## config.mk

```make
export PLATFORM = sky130hd
export DESIGN_NAME = muldiv_iter
export DESIGN_NICKNAME = d
export VERILOG_FILES = /design/src/rtl/muldiv_iter.sv
export SDC_FILE = /design/constraint.sdc
export NUM_CORES = 2
export LEC_CHECK = 0
export BUFFER_PORTS_ARGS = -buffer_cell sky130_fd_sc_hd__buf_2
export CAP_MARGIN = 20
export CORE_MARGIN = 2
export CORE_UTILIZATION = 35
export CTS_CLUSTER_SIZE = 25
export DETAILED_ROUTE_END_ITERATION = 7
export PLACE_DENSITY_LB_ADDON = 0.25
export SLEW_MARGIN = 20
export SYNTH_ARGS = -nofsm -noshare
export SYNTH_HDL_FRONTEND = slang
export SYNTH_SLANG_ARGS = --single-unit
```

## constraint.sdc

```tcl
create_clock -name clk -period 16.9 [get_ports clk]
set_input_delay 3.38 -clock clk [delete_from_list [all_inputs] [get_ports clk]]
set_output_delay 3.38 -clock clk [all_outputs]
set_load 0.02 [all_outputs]
```

## src/rtl/muldiv_iter.sv

```systemverilog
module muldiv_iter #(
  parameter int XLEN     = 64,
  parameter int MUL_BITS = 8,
  parameter int DIV_BITS = 2
) (
  input  logic            clk,
  input  logic            rst_n,
  input  logic            req_valid,
  output logic            req_ready,
  input  logic [2:0]      req_op,
  input  logic            req_word,
  input  logic [XLEN-1:0] req_a,
  input  logic [XLEN-1:0] req_b,
  input  logic            abort,
  output logic            resp_valid,
  output logic [XLEN-1:0] resp_data
);
  localparam int HALF      = XLEN / 2;
  localparam int PW        = 2 * XLEN;
  localparam int MUL_ITERS = XLEN / MUL_BITS;
  localparam int DIV_ITERS = XLEN / DIV_BITS;
  localparam int MAX_ITERS = (MUL_ITERS > DIV_ITERS) ? MUL_ITERS : DIV_ITERS;
  localparam int CW        = $clog2(MAX_ITERS + 1);
  localparam logic [CW-1:0] LAST = CW'(1);

  localparam logic [2:0] OP_MULH = 3'd1;
  localparam logic [2:0] OP_MULHSU = 3'd2;
  localparam logic [2:0] OP_DIV  = 3'd4;
  localparam logic [2:0] OP_REM  = 3'd6;

  typedef enum logic [2:0] {S_IDLE, S_MUL, S_DIV, S_NEG, S_DONE} state_t;

  state_t          state;
  logic [2:0]      op_q;
  logic            word_q;
  logic [CW-1:0]   cnt;
  logic [PW-1:0]   mcand, acc;
  logic [XLEN-1:0] mplier;
  logic            bneg_q;
  logic [XLEN:0]   rem_q;
  logic [XLEN-1:0] quo_q, dvsr_q;
  logic            fix_q;
  logic [XLEN-1:0] res_q;

  assign req_ready  = (state == S_IDLE);
  assign resp_valid = (state == S_DONE);
  assign resp_data  = word_q ? {{HALF{res_q[HALF-1]}}, res_q[HALF-1:0]} : res_q;

  logic is_div, a_sgn, b_sgn, a_neg, b_neg, b_zero, fix_sign;
  logic [XLEN-1:0] a_zx, b_zx, a_ng, b_ng, a_mag, b_mag;

  assign is_div = req_op[2];
  assign a_sgn  = is_div ? !req_op[0] : (req_op == OP_MULH || req_op == OP_MULHSU);
  assign b_sgn  = is_div ? !req_op[0] : (req_op == OP_MULH);
  assign a_neg  = a_sgn && (req_word ? req_a[HALF-1] : req_a[XLEN-1]);
  assign b_neg  = b_sgn && (req_word ? req_b[HALF-1] : req_b[XLEN-1]);
  assign a_zx   = req_word ? {{HALF{1'b0}}, req_a[HALF-1:0]} : req_a;
  assign b_zx   = req_word ? {{HALF{1'b0}}, req_b[HALF-1:0]} : req_b;
  assign a_ng   = -a_zx;
  assign b_ng   = -b_zx;
  assign a_mag  = !a_neg ? a_zx : (req_word ? {{HALF{1'b0}}, a_ng[HALF-1:0]} : a_ng);
  assign b_mag  = !b_neg ? b_zx : (req_word ? {{HALF{1'b0}}, b_ng[HALF-1:0]} : b_ng);
  assign b_zero = (b_zx == '0);
  assign fix_sign = (req_op == OP_DIV) ? ((a_neg ^ b_neg) && !b_zero)
                                       : ((req_op == OP_REM) && a_neg);

  logic [PW-1:0]   part, corr, acc_nx;
  logic [XLEN-1:0] mul_res;

  assign part    = mcand * {{(PW-MUL_BITS){1'b0}}, mplier[MUL_BITS-1:0]};
  assign corr    = (cnt == LAST && bneg_q) ? (mcand << MUL_BITS) : '0;
  assign acc_nx  = acc + part - corr;
  assign mul_res = (op_q[1:0] == 2'd0 || word_q) ? acc_nx[XLEN-1:0] : acc_nx[PW-1:XLEN];

  logic [XLEN:0]   rem_nx;
  logic [XLEN-1:0] quo_nx, div_raw;

  always_comb begin
    rem_nx = rem_q;
    quo_nx = quo_q;
    for (int i = 0; i < DIV_BITS; i++) begin
      rem_nx = {rem_nx[XLEN-1:0], quo_nx[XLEN-1]};
      quo_nx = {quo_nx[XLEN-2:0], 1'b0};
      if (rem_nx >= {1'b0, dvsr_q}) begin
        rem_nx    = rem_nx - {1'b0, dvsr_q};
        quo_nx[0] = 1'b1;
      end
    end
  end

  assign div_raw = op_q[1] ? rem_nx[XLEN-1:0] : quo_nx;

  always_ff @(posedge clk) begin
    if (!rst_n) begin
      state  <= S_IDLE;
      op_q   <= '0;
      word_q <= 1'b0;
      cnt    <= '0;
      mcand  <= '0;
      acc    <= '0;
      mplier <= '0;
      bneg_q <= 1'b0;
      rem_q  <= '0;
      quo_q  <= '0;
      dvsr_q <= '0;
      fix_q  <= 1'b0;
      res_q  <= '0;
    end else begin
      case (state)
        S_IDLE: if (req_valid) begin
          op_q   <= req_op;
          word_q <= req_word;
          if (is_div) begin
            state  <= S_DIV;
            cnt    <= req_word ? CW'(DIV_ITERS / 2) : CW'(DIV_ITERS);
            rem_q  <= '0;
            quo_q  <= req_word ? {a_mag[HALF-1:0], {HALF{1'b0}}} : a_mag;
            dvsr_q <= b_mag;
            fix_q  <= fix_sign;
          end else begin
            state  <= S_MUL;
            cnt    <= req_word ? CW'(MUL_ITERS / 2) : CW'(MUL_ITERS);
            acc    <= '0;
            mcand  <= {{XLEN{a_sgn && req_a[XLEN-1]}}, req_a};
            mplier <= req_b;
            bneg_q <= b_sgn && req_b[XLEN-1] && !req_word;
          end
        end
        S_MUL: if (abort) state <= S_IDLE;
        else begin
          acc    <= acc_nx;
          mcand  <= mcand << MUL_BITS;
          mplier <= mplier >> MUL_BITS;
          cnt    <= cnt - 1'b1;
          if (cnt == LAST) begin
            res_q <= mul_res;
            state <= S_DONE;
          end
        end
        S_DIV: if (abort) state <= S_IDLE;
        else begin
          rem_q <= rem_nx;
          quo_q <= quo_nx;
          cnt   <= cnt - 1'b1;
          if (cnt == LAST) begin
            res_q <= div_raw;
            state <= fix_q ? S_NEG : S_DONE;
          end
        end
        S_NEG: if (abort) state <= S_IDLE;
        else begin
          res_q <= -res_q;
          state <= S_DONE;
        end
        default: state <= S_IDLE;
      endcase
    end
  end
endmodule

```

# --- Word level (Yosys, flattened, before mapping) ---
# Index checks and enable logic that the tools add are counted.
word_totals:
  reg_bits: 590
  in_bits: 136
  output_inout_bits: 66
  wordCells: 136
op_classes:
  add_sub_neg: 8
  multipliers: 1
  magnitude_cmp: 2
  n_eq_ne: 20
  n_mux: 61
  bitwise_logic: 2
  n_reduce_logical: 29
ops:
  columns: ["cell", "n"]
  rows:
  - ["$mux W64", 26]
  - ["$mux W128", 7]
  - ["$pmux W128 S2", 2]
  - ["$pmux W64 S2", 3]
  - ["$neg A64 Y64", 3]
  - ["$pmux W64 S3", 1]
  - ["$ge A65 B64 Y1", 2]
  - ["$add A128 B128 Y128", 1]
  - ["$mul A128 B8 Y128", 1]
  - ["$sub A128 B128 Y128", 1]
  - ["$sub A64 B64 Y64", 2]
  - ["$logic_not A64 Y1", 1]
  - ["$mux W6", 4]
  - ["$mux W3", 7]
  - ["$ne A2 B2 Y1 const B", 8]
  - ["$pmux W3 S4", 1]
  - ["$pmux W6 S2", 1]
  - ["$reduce_and A3 Y1", 4]
  - ["$eq A3 B2 Y1 const B", 3]
  - ["$eq A3 B3 Y1 const B", 3]
  - ["$logic_and A1 B1 Y1", 8]
  - ["$reduce_and A4 Y1", 2]
  - ["$mux W1", 7]
  - ["$eq A3 B1 Y1 const B", 2]
  - ["other kinds (17)", 23]

# --- Longest topological paths before layout ---
logic_depth:
  depth_word: 9
  mapped_depth: 33
  depth_no_buf: 28

# --- Worst setup path after synthesis ---
# No wires, ideal clock.
synth_timing:
  path_type: "reg2reg"
  startpoint: "reg cnt[2]"
  endpoint: "reg res_q[60]"
  setup_time_ns: 0.125
  arrival_time_ns: 7.950
  required_ns: 16.775
  setup_slack_ns: 8.825
  path_stages_with_launch: 32
  path_buffers: 4
  period_less_slack_ns: 8.075
  cell_sequence: "dfxtp_1 or3_1 nor3b_1 and2_1 clkbuf_1 clkbuf_1 buf_1 nand2_1 fa_1 inv_1 fa_1 fa_1 inv_1 fa_1 inv_1 fa_1 inv_1 ha_1 clkbuf_1 nand4_1 nor3_1 o211ai_1 nand3_1 nor3_1 o31a_1 o21ai_2 a31o_2 a31oi_1 or4_1 nor2b_1 a311oi_1 o22ai_1"
synth_between:
  elab_chain_cells: 8
  elab_cells_between_ends: 11
  cone_classes: "1 x add/sub; 3 x eq/ne; 5 x mux; 2 x reduce/logical"
synth_rtl:
  columns: ["element", "line_no", "source"]
  rows:
  - ["start: declaration", "36", "logic [CW-1:0] cnt;"]
  - ["start signal: assignment", "115", "cnt <= req_word ? CW'(DIV_ITERS / 2) : CW'(DIV_ITERS);"]
  - ["start signal: assignment", "122", "cnt <= req_word ? CW'(MUL_ITERS / 2) : CW'(MUL_ITERS);"]
  - ["start signal: assignment", "134", "cnt <= cnt - 1'b1;"]
  - ["$eq A6 B1 Y1 (*)", "71, 135, 145", null]
  - ["$logic_and A1 B1 Y1", "71", "assign corr = (cnt == LAST && bneg_q) ? (mcand << MUL_BITS) : '0;"]
  - ["$mux W128", "71", null]
  - ["$sub A128 B128 Y128", "72", "assign acc_nx = acc + part - corr;"]
  - ["$mux W64", "73", "assign mul_res = (op_q[1:0] == 2'd0 || word_q) ? acc_nx[XLEN-1:0] : acc_nx[PW-1:XLEN];"]
  - ["$mux W64", "135", "if (cnt == LAST) begin"]
  - ["$mux W64", "129", "S_MUL: if (abort) state <= S_IDLE;"]
  - ["$pmux W64 S3", "109", "case (state)"]
  - ["end signal: assignment", "136", "res_q <= mul_res;"]
  - ["end signal: assignment", "146", "res_q <= div_raw;"]
  - ["end signal: assignment", "152", "res_q <= -res_q;"]
  - ["end: declaration", "43", "logic [XLEN-1:0] res_q;"]
# Every way passes the cells marked *; elsewhere a longest branch is shown, timed or not. The select of a mux whose other input is x is not followed.
# A chain may end at the register's enable or synchronous reset.

# --- Worst setup path after layout ---
layout_timing:
  startpoint: "reg cnt[2]"
  endpoint: "reg res_q[46]"
# The elaborated chain is that of the path after synthesis.

==> out/results.tsv <==
metric	value	unit
Initial Util	0.3516	
WP data required	17.52	ns
post-synth cell types	95	
worst hold slack	0.4548	ns
post-synthesis compound-gate area fraction	0.1836	
met1 Usage GRT	0.3598	
Setup TNS Final	0	ns
CTS buffer count	82	
# resized after CTS	0	
CTS Hold Bufs	0	
global route overflow	0	
Final period util	0.6046	
Port Buf Inserts	201	
most frequent cells after synthesis	inv_1, nand2_1, fa_1, clkbuf_1, and2_1	
ys flop type	dfxtp_1	
first-pass GRT wire length	499600	um
Final #Nets	11330	
leading area contributor after synthesis	fa_1	
TritonRoute pass-1 iters	6	
Cells after Synth	10310	
ys async rst share	0	
crit end category	flop	
Ys Warns	0	
vias in the first global route	72990	
Post-CTS Setup Repair Bufs	0	
Iter 0 DRT Violations	6699	
Crit Path Class	flop to flop	
Tmin final	10.22	ns
final number of setup-violating endpoints	0	
DRT antenna net count	0	
RSZ-0062 raised after global routing	false	
vias per inst	5.599	
Slew HR	0.1693	
largest net degree at the start of global routing	152	
HPWL after DPL	269300	um
Layout Skew	0.05624	ns
Die X-Extent	479.1	um
Fmax	97.86	MHz
xor/xnor share of the synthesized area	0.04657	
count leader, synth	inv_1	
Avg Inst Size Synth	7.664	um2
Synth Area in Adders	0.2916	
Core Rows	174	
area delta synth->final	7.099	%
TritonCTS clock tree	done	
multiplexer share of the synthesized area	0.01014	
share of layout cells above drive strength 1	0.05426	
synthesized flop and latch total	590	
clk sinks	590	
met2 Use GR	0.4666	
IO Count	202	
die height	479.1	um
CP startpoint kind	flop	
clk_lat worst skew	0.76	ns
sequential cell area	0.01185	mm2
Post-Syn Area	0.07900	mm2
drc violations	0	
Hold Crit Class	flop to flop	
Area contributors post-synth	fa_1, dfxtp_1, inv_1, nand2_1, and2_1	
CTS Root Cell	clkbuf_16	
total track usage	0.2918	
Total Wirelength	341500	um
Critical Path Fanout Max	73	
Max Slew Vio Count	0	
Simple-Gate Fraction of Synth Area	0.2019	
clock transition at the registers of the reported paths	0.06	ns
CTS H-tree depth	3	
Max-cap violations	0	
total number of vias	72880	
Max clock buf depth	3	
GPL Wtd Cong	0.9977	
largest family of logic cells by synthesized area	adder cells	
initial antenna violation count	28	
core footprint	0.2247	mm2
die area	0.2295	mm2
sequential area share after synthesis	0.1495	
Multi-input gate area	0.05811	mm2
EDFF count, synth	0	
Synth top area share	0.2483	
GRT Max-Usage Layer	met2	
outcome	complete, no violations	
wire length per cell	26.24	um
Fillers	23610	
M3 GR Usage	0.04861	
post-synth net total	11700	
Worst Path Arrival	10.83	ns
worst-margin pin slew	1.233	ns
final hold violations	0	
[layout by cell type, fill, tap and decap left out, types with 161 or more instances in the layout]
master	count
a21oi_1	598
inv_1	1664
o21ai_0	478
buf_2	199
nand3_1	275
dfxtp_1	581
a22oi_1	161
nand2_1	1267
and2_1	625
ha_1	272
xnor2_1	255
nor2_1	555
xor2_1	161
fa_1	980
[cell type report]
cell class                      instances  area share
Antenna cell                           16   0.0004732
Clock buffer                          110     0.02739
Clock inverter                         37    0.006241
Inverter                             1666     0.07397
Multi-Input combinational cell       7308      0.6868
Sequential cell                       590      0.1400
Tap cell                             2992     0.04425
Timing Repair Buffer                  297     0.02085
[cells by family (layout without fill, tap and decap cells)]
kind of cell               count (synthesis)  count (layout)
other                                      0              16
buffers and inverters                   2409            2110
xor gates and xnor gates                 420             420
DFF                                      590             590
AOI/OAI and AO/OA                       2219            2219
and+or+nand+nor                         3338            3338
muxes                                     78              78
adders and majority gates               1253            1253
[metrics by stage]
step | instances | setup WS, ns | utilization | instance area, um2
6_report | 13020 | 6.682 | 0.3766 | 84600
5_1_grt | 13000 | 6.355 | 0.3764 | 84560
4_1_cts | 13000 | 6.866 | 0.3764 | 84560
3_5_place_dp | 12850 | 6.864 | 0.3637 | 81710
3_3_place_gp | 12850 | 6.205 | 0.3635 | 81670
2_1_floorplan | 10310 | 8.825 | - | 79000
[flip-flops by register name (all words and copies together), names as in the netlist]
register / flops
op_q: 2
acc: 128
cnt: 6
res_q: 64
state: 3
word_q: 1
fix_q: 1
bneg_q: 1
rem_q: 64
mcand: 128
quo_q: 64
dvsr_q: 64
mplier: 64
[worst paths after layout]
kind	cells after the start	to	slack, ns	startpoint
max	27	res_q[46]	6.68	cnt[2]
min	2	acc[101]	0.45	acc[101]
max reg2reg	27	res_q[46]	6.68	cnt[2]
min reg2reg	2	acc[101]	0.45	acc[101]
[worst max-delay path, cell delays in order (launching register included)]
cell and delay, ns:
dfxtp_1 0.34, or3_1 0.41, nor3b_2 0.18, buf_4 0.31
and2_4 0.62, buf_4 0.76, nand2_1 0.19, fa_1 0.57
inv_1 0.06, fa_1 0.51, fa_1 0.55, inv_1 0.06
fa_1 0.54, inv_1 0.06, fa_1 0.49, inv_1 0.05
ha_1 0.39, a21oi_1 0.28, o21ai_0 0.16, a21oi_1 0.28
o2111ai_1 0.16, nand2_1 0.16, o21ai_1 0.24, a311oi_2 0.78
o211ai_1 0.50, xnor2_1 0.38, a221oi_1 0.65, a21oi_1 0.13
[layer usage]
metal / part of all wire / vias up
met4: 0.081 / 26
met2: 0.45 / 2947
met1: 0.40 / 36560
met3: 0.068 / 766
met5: 0.00050 / -
li1: - / 32590
Power is left out: the tool's default activity adds up to more than one toggle a clock period on the data nets, which glitch-free logic cannot reach.
